**config.mk**
```make
export PLATFORM = sky130hd
export DESIGN_NAME = tick_timer
export DESIGN_NICKNAME = d
export VERILOG_FILES = /design/src/rtl/tmr_pkg.sv /design/src/rtl/tmr_prescaler.sv /design/src/rtl/tmr_counter.sv /design/src/rtl/tmr_irq.sv /design/src/rtl/tick_timer.sv
export SDC_FILE = /design/constraint.sdc
export NUM_CORES = 1
export LEC_CHECK = 0
export BUFFER_PORTS_ARGS = -buffer_cell sky130_fd_sc_hd__buf_2
export CAP_MARGIN = 20
export CORE_MARGIN = 4
export CORE_UTILIZATION = 40
export DETAILED_ROUTE_END_ITERATION = 8
export HOLD_SLACK_MARGIN = 0.06
export PLACE_DENSITY = 0.66
export SETUP_SLACK_MARGIN = 0.5
export SLEW_MARGIN = 20
export SYNTH_ARGS = -nofsm -noshare
export SYNTH_HDL_FRONTEND = slang
export SYNTH_HIERARCHICAL = 1
export SYNTH_SLANG_ARGS = --single-unit
```
**constraint.sdc**
```tcl
create_clock -name clk -period 3.6 [get_ports clk]
set_clock_uncertainty 0.2 [all_clocks]
set_input_delay 0.18 -clock clk [delete_from_list [all_inputs] [get_ports clk]]
set_output_delay 0.18 -clock clk [all_outputs]
set_load 0.01 [all_outputs]
```
**src/rtl/tmr_pkg.sv**
```systemverilog
package tmr_pkg;
  localparam int SEL_W  = 3;
  localparam int ADDR_W = 2;

  typedef enum logic [ADDR_W-1:0] {
    REG_COUNT = 2'd0,
    REG_CTRL  = 2'd1,
    REG_FLAG  = 2'd2,
    REG_MASK  = 2'd3
  } reg_addr_e;

  // log2 of the divide ratio for each select code
  function automatic logic [3:0] sel_shift(input logic [SEL_W-1:0] sel);
    case (sel)
      3'd2:    return 4'd3;
      3'd3:    return 4'd6;
      3'd4:    return 4'd8;
      3'd5:    return 4'd10;
      default: return 4'd0;
    endcase
  endfunction

  // codes 1..5 run; 0, 6 and 7 stop the counter
  function automatic logic sel_running(input logic [SEL_W-1:0] sel);
    return (sel >= 3'd1) && (sel <= 3'd5);
  endfunction
endpackage

```
**src/rtl/tmr_prescaler.sv**
```systemverilog
module tmr_prescaler
  import tmr_pkg::*;
#(
  parameter int PSC_W = 10
) (
  input  logic             clk,
  input  logic             rst_n,
  input  logic [SEL_W-1:0] sel,
  output logic             tick
);
  logic [PSC_W-1:0] psc_q;
  logic [PSC_W-1:0] div_mask;
  logic [3:0]       shift;

  always_ff @(posedge clk or negedge rst_n) begin
    if (!rst_n) psc_q <= '0;
    else        psc_q <= psc_q + 1'b1;
  end

  always_comb begin
    shift    = sel_shift(sel);
    div_mask = ~({PSC_W{1'b1}} << shift);
    tick     = sel_running(sel) && ((psc_q & div_mask) == div_mask);
  end

  // with a ratio of 8 or more, two counts are never back to back
  assert_tick_spaced_R2: assert property (@(posedge clk) disable iff (!rst_n)
    (tick && sel >= 3'd2 && sel <= 3'd5) |=> (!tick || sel != $past(sel)));
endmodule

```
**src/rtl/tmr_counter.sv**
```systemverilog
module tmr_counter #(
  parameter int CNT_W = 8
) (
  input  logic             clk,
  input  logic             rst_n,
  input  logic             load,
  input  logic [CNT_W-1:0] load_val,
  input  logic             step,
  output logic [CNT_W-1:0] cnt,
  output logic             wrap
);
  logic [CNT_W-1:0] cnt_q;

  assign wrap = step && !load && (cnt_q == {CNT_W{1'b1}});
  assign cnt  = cnt_q;

  always_ff @(posedge clk or negedge rst_n) begin
    if (!rst_n)    cnt_q <= '0;
    else if (load) cnt_q <= load_val;
    else if (step) cnt_q <= cnt_q + 1'b1;
  end

  assert_load_priority_R10: assert property (@(posedge clk) disable iff (!rst_n)
    load |=> (cnt == $past(load_val)));

  assert_wrap_zero_R5: assert property (@(posedge clk) disable iff (!rst_n)
    (step && !load && cnt == {CNT_W{1'b1}}) |=> (cnt == '0));
endmodule

```
**src/rtl/tmr_irq.sv**
```systemverilog
module tmr_irq (
  input  logic clk,
  input  logic rst_n,
  input  logic set_i,
  input  logic sw_clr_i,
  input  logic ack_i,
  input  logic mask_i,
  input  logic gie_i,
  output logic flag_o,
  output logic irq_o
);
  logic flag_q;
  logic taken;

  assign irq_o  = flag_q & mask_i & gie_i;
  assign taken  = ack_i & irq_o;
  assign flag_o = flag_q;

  always_ff @(posedge clk or negedge rst_n) begin
    if (!rst_n)                  flag_q <= 1'b0;
    else if (set_i)              flag_q <= 1'b1;
    else if (sw_clr_i || taken)  flag_q <= 1'b0;
  end

  assert_set_wins_R12: assert property (@(posedge clk) disable iff (!rst_n)
    set_i |=> flag_o);

  assert_ack_clears_R8: assert property (@(posedge clk) disable iff (!rst_n)
    (irq_o && ack_i && !set_i) |=> !flag_o);

  assert_sw_clear_R11: assert property (@(posedge clk) disable iff (!rst_n)
    (sw_clr_i && !set_i) |=> !flag_o);

  assert_flag_kept_R9: assert property (@(posedge clk) disable iff (!rst_n)
    (flag_o && !(mask_i && gie_i) && !sw_clr_i) |=> flag_o);
endmodule

```
**src/rtl/tick_timer.sv**
```systemverilog
module tick_timer
  import tmr_pkg::*;
#(
  parameter int DATA_W = 8,
  parameter int PSC_W  = 10
) (
  input  logic              clk,
  input  logic              rst_n,
  input  logic              bus_wr,
  input  logic [ADDR_W-1:0] bus_addr,
  input  logic [DATA_W-1:0] bus_wdata,
  output logic [DATA_W-1:0] bus_rdata,
  input  logic              gie,
  input  logic              irq_ack,
  output logic              irq_req
);
  localparam int CNT_W = DATA_W;

  logic [SEL_W-1:0] sel_q;
  logic             mask_q;
  logic             tick;
  logic             cnt_load;
  logic             flag_clr;
  logic             wrap;
  logic             flag;
  logic [CNT_W-1:0] cnt;

  assign cnt_load = bus_wr && (bus_addr == REG_COUNT);
  assign flag_clr = bus_wr && (bus_addr == REG_FLAG) && bus_wdata[0];

  always_ff @(posedge clk or negedge rst_n) begin
    if (!rst_n) begin
      sel_q  <= '0;
      mask_q <= 1'b0;
    end else if (bus_wr) begin
      if (bus_addr == REG_CTRL) sel_q  <= bus_wdata[SEL_W-1:0];
      if (bus_addr == REG_MASK) mask_q <= bus_wdata[0];
    end
  end

  tmr_prescaler #(.PSC_W(PSC_W)) u_psc (
    .clk(clk), .rst_n(rst_n), .sel(sel_q), .tick(tick)
  );

  tmr_counter #(.CNT_W(CNT_W)) u_cnt (
    .clk(clk), .rst_n(rst_n), .load(cnt_load), .load_val(bus_wdata),
    .step(tick), .cnt(cnt), .wrap(wrap)
  );

  tmr_irq u_irq (
    .clk(clk), .rst_n(rst_n), .set_i(wrap), .sw_clr_i(flag_clr),
    .ack_i(irq_ack), .mask_i(mask_q), .gie_i(gie),
    .flag_o(flag), .irq_o(irq_req)
  );

  always_comb begin
    case (bus_addr)
      REG_COUNT: bus_rdata = cnt;
      REG_CTRL:  bus_rdata = {{(DATA_W-SEL_W){1'b0}}, sel_q};
      REG_FLAG:  bus_rdata = {{(DATA_W-1){1'b0}}, flag};
      default:   bus_rdata = {{(DATA_W-1){1'b0}}, mask_q};
    endcase
  end

  assert_hold_stop_R1: assert property (@(posedge clk) disable iff (!rst_n)
    (sel_q == '0 && !cnt_load) |=> $stable(cnt));

  assert_hold_ext_R3: assert property (@(posedge clk) disable iff (!rst_n)
    (sel_q >= 3'd6 && !cnt_load) |=> $stable(cnt));

  assert_wrap_flag_R6: assert property (@(posedge clk) disable iff (!rst_n)
    (tick && !cnt_load && cnt == {CNT_W{1'b1}}) |=> flag);
endmodule

```
; ---- Word level (Yosys, flattened, before mapping)
; Cells that the tools add are included.
[classes]
addsub = 2
n_lt_le_gt_ge = 2
n_eq_ne = 9
n_shift = 1
muxes = 6
n_bitwise = 5
reduce_logical = 14
[ops]
columns = cell, n
row1 = $pmux 8 s3, 1
row2 = $mux 8, 2
row3 = $pmux 4 s4, 1
row4 = $add 10x1->10 const B, 1
row5 = $and 10x10->10, 1
row6 = $eq 10x10->1, 1
row7 = $not 10->10, 1
row8 = $shl 10x4->10 const A, 1
row9 = $add 8x1->8 const B, 1
row10 = $eq 8x8->1 const B, 1
row11 = $logic_and 1x1->1, 7
row12 = $eq 3x2->1 const B, 2
row13 = $eq 3x3->1 const B, 2
row14 = $eq 2x2->1 const B, 2
row15 = $reduce_and 2->1, 2
row16 = $reduce_bool 2->1, 2
row17 = $and 1x1->1, 3
row18 = $ge 3x1->1 const B, 1
row19 = $le 3x3->1 const B, 1
row20 = $eq 2x1->1 const B, 1
row21 = $logic_not 2->1, 1
row22 = $mux 1, 2
row23 = $logic_not 1->1, 1
row24 = $logic_or 1x1->1, 1
[word_totals]
regBits = 23
out_inout_bits = 9
wordCells = 44

; ---- Longest topological paths before layout
[logic_depth]
ltp_word = 10
ltp_mapped = 7

; ---- Hierarchy
; Netlist, hierarchy kept.
[modules_own_cells]
columns = mod, instances, cells_per_inst, area_per_inst_um2
row1 = tmr_counter, 1, 51, 465.4
row2 = tmr_prescaler, 1, 39, 456.7
row3 = tick_timer, 1, 24, 284.0
row4 = tmr_irq, 1, 5, 50.0

; ---- Least setup slack after synthesis
; Ideal clock, no wire load.
[synth_timing]
kind = reg2reg
from = register u_psc.psc_q[4]
to = register u_cnt.cnt_q[7], in the netlist u_cnt/cnt[7]
arrival_ps = 1810
required_ps = 3331
path_slack_ps = 1521
path_stages_with_launch = 8
path_buffers = 1
period_less_slack_ps = 2079
path_cell_list = dfrtp_1 -> nand3_1 -> a2111oi_2 -> a211o_1 -> buf_4 -> nand4_2 -> or4_1 -> nand3_1
[synth_via]
elab_chain_len = 4
[synth_lines]
columns = item, line_no
row1 = "start, declared", tmr_prescaler.sv:11  ; logic [PSC_W-1:0] psc_q;
row2 = "start signal, assigned", tmr_prescaler.sv:17  ; else psc_q <= psc_q + 1'b1;
row3 = $and 10x10->10, tmr_prescaler.sv:23  ; tick = sel_running(sel) && ((psc_q & div_mask) == div_mask);
row4 = $eq 10x10->1, tmr_prescaler.sv:23
row5 = $logic_and 1x1->1, tmr_prescaler.sv:23
row6 = named net tick, tick_timer.sv:21  ; logic tick;
row7 = $reduce_bool 2->1 (no line), n/a
row8 = "end signal, assigned", tmr_counter.sv:19  ; else if (load) cnt_q <= load_val;
row9 = "end signal, assigned", tmr_counter.sv:20  ; else if (step) cnt_q <= cnt_q + 1'b1;
row10 = "end, declared", tmr_counter.sv:12  ; logic [CNT_W-1:0] cnt_q;
; The timed path passes the listed nets, and every way through them passes these cells.
; A chain may end at the register's enable or synchronous reset.

; ---- Worst setup path after layout
; Ends and elaborated chain as after synthesis.

==> impl_metrics.toml <==
[run_status]
outcome = "finished clean"

[synth]
yosysTopAreaCell = "dfrtp_1"
synth_fa_ha_area_frac = 0.0199
synth_xor_area_frac = 0.0837
syn-cell-area_um2 = 1260
ys_seq_area_frac = 0.458
syn-num-nets = 136
yosys.cell_types.count = 37
async_reset_ff_frac = 1.00
synth_area_leaders = "dfrtp_1, xnor2_1, xor2_1, mux2_2, nand2_1"
synth_edf_count = 0
synth_top_area_share = 0.458
syn_inst = 119
synth_compound_area_frac = 0.0747
synthSimpleGateAreaFrac = 0.249
yosys_warnings = 6
synth_top_family_by_area = "simple AND/OR/NAND/NOR gates"
ys_seq_elements = 23
synth_top_flop_cell = "dfrtp_1"
avgSynthCellArea_um2 = 10.6
synth_mux_area_frac = 0.0777

[die]
rows = 20
core_um2 = 3030
ios = 24
chipHeight_um = 64.0
start_util = 0.415
die_w_um = 64.0
dieArea_um2 = 4100

[cts]
cts_setup_buffers = 0
cts.sinks = 23
cts_hold_buf = 13
cts_tree = "yes"
path_clk_slew_ns = 0.13
cts.repair.resized = 0
cts_buffer_depth = 2
clkLatencyLatePin_ns = 0.31
h-tree-depth = 1
root_buffer = "clkbuf_4"
cts-buffers-inserted = 3

[setup_path]
arrival_ns = 2.39
worstSetupPathDepth = 6
ff2ff_path_depth = 6
crit_type = "register to register"
timing.rr.start = "u_psc/psc_q[4]"
crit_chain = "nand3_1 -> a2111oi_2 -> a211o_1 -> nand4_2 -> or4_1 -> nand3_1"
cp-end-kind = "register"
cp_top_family = "simple AND/OR/NAND/NOR gates"
cp_num_buf_inv = 0
critPathRequiredTime_ns = 3.65
crit_start = "u_psc/psc_q[4]"
cpMostUsedCell = "nand3_1"
worst_setup_path_start_kind = "register"
max_stage_delay_ns = 0.50
cp_max_fo = 7
cpMaxStageDelayCell = "or4_1"

[layout]
nets = 173
drive_gt1_frac = 0.258
final_cell_mix = "buf_2, dfrtp_1, dlygate4sd3_1"
area_growth_syn_to_layout_pct = 23.6
insertedDiodeCount = 0
stdcell_count = 199

[hold_path]
min_from = "bus_addr[0]"
hold_path_depth = 3
hold_class = "input pin to register"

[detailed_routing]
via_count = 1019
drt_iter0_markers = 47
drt_pre_antenna_iters = 4
routed_wl_um = 2610
ant_nets = 0
detail_route.wl_per_cell_um = 13.1
vias_per_cell = 5.12
drcViolationCount = 0

[power_and_ir_drop]
power_density_nw_per_um2 = 405
leakage_nw = 0.733
vdd_drop_max_mv = 0.206

[global_route]
track_usage = 0.144
grt_pass1_vias = 1040
met3_usage = 0.0439
grt_pass1_wl_um = 4660
grt_overflow = 0
grt_max_degree = 24
grt-busiest-layer = "met2"
antenna_found_initial = 0
use_met2 = 0.263
use_met1 = 0.162

[placement]
port_buffers = 23
dp.cells = 182
dp_hpwl_um = 1880
gp_congestion = 0.784

[sta]
rsz0062_at_grt = "no"
relSlewSlack = 0.638
setup_viol = 0
hold_viol = 0
post-route-period-util = 0.651
fin_crit_ns = 2.34
fmax_ghz = 0.427
slew_viol_final = 0
worst_pin_slew_ns = 0.543
setup_tns_ns = 0

[job]
cap_viol_max_count = 0
==> synthesized netlist by cell type (2+ instances only) <==
cell type   n
xnor2_1     6
dfrtp_1    23
ha_1        2
nor2_1      6
mux2i_1     3
or4_1       2
nand3_1     8
inv_1       4
mux2_2      4
nand2_1    12
buf_4       2
nor2b_1     2
o21ai_0     6
and2_1      6
xor2_1      6
nand4_1     5
nand2b_1    2
==> worst reg2reg max path, stage by stage, from the launching register on <==
cell and delay, ns:
dfrtp_1 0.49, nand3_1 0.12, a2111oi_2 0.38, a211o_1 0.30, nand4_2 0.20, or4_1 0.50
nand3_1 0.10
==> stage by stage <==
step	hold slack [ns]	area [um2]	total power, W	utilization	setup WS [ns]
finish	0.109	1550	0.000629	0.513	1.26
global route	0.0946	1550	0.000674	0.513	1.05
CTS	0.103	1550	0.000636	0.513	1.26
detailed placement	-0.0201	1400	0.000505	0.461	1.32
global placement	-0.0191	1400	0.000499	0.461	1.38
floorplan	-0.316	1260	0.000450	-	1.52
==> state kept, by name, indices dropped and copies added (netlist names) <==
register / flops
mask_q: 1
sel_q: 3
u_cnt/cnt: 8
u_irq/flag_o: 1
u_psc/psc_q: 10
==> logic make-up after synthesis <==
| logic type | count (synthesis) |
|---|---|
| multiplexers | 8 |
| flip-flops | 23 |
| buffers and inverters | 8 |
| adder cells (fa/ha/maj) | 2 |
| XOR/XNOR | 12 |
| AO/OA/AOI/OAI | 13 |
| AND/OR/NAND/NOR | 53 |
==> area by class of cell <==
class | instances | area (um2)
flip-flops and latches | 23 | 576
well taps | 44 | 55.1
multi-input cells | 88 | 634
clock inverters | 1 | 5.00
fillers | 289 | 1480
inverters | 4 | 15.0
clock buffers | 3 | 22.5
repair buffers | 36 | 245
==> final timing paths <==
path | end | slack, ns
setup / recovery | u_cnt/cnt[7] | 1.26
hold / removal | sel_q[2] | 0.11
setup reg to reg | u_cnt/cnt[7] | 1.26
hold reg to reg | u_psc/psc_q[9] | 0.28
max in group asynchronous | u_irq/flag_o | 2.70
min in group asynchronous | u_psc/psc_q[6] | 0.15
==> routing by layer <==
layer,vias to the layer above,share of wire
met2,22,0.53
met4,0,0.010
li1,494,-
met3,4,0.037
met1,499,0.42
met5,-,0
==> power breakdown <==
group	leakage [nW]	internal, W	total, W	switching, W
Clock	0.0177	0.0000415	0.000118	0.0000768
Sequential	0.285	0.000298	0.000354	0.0000567
Combinational	0.431	0.0000834	0.000156	0.0000726
Total	0.733	0.000423	0.000629	0.000206
No activity file was read; power rests on OpenSTA's default activity.
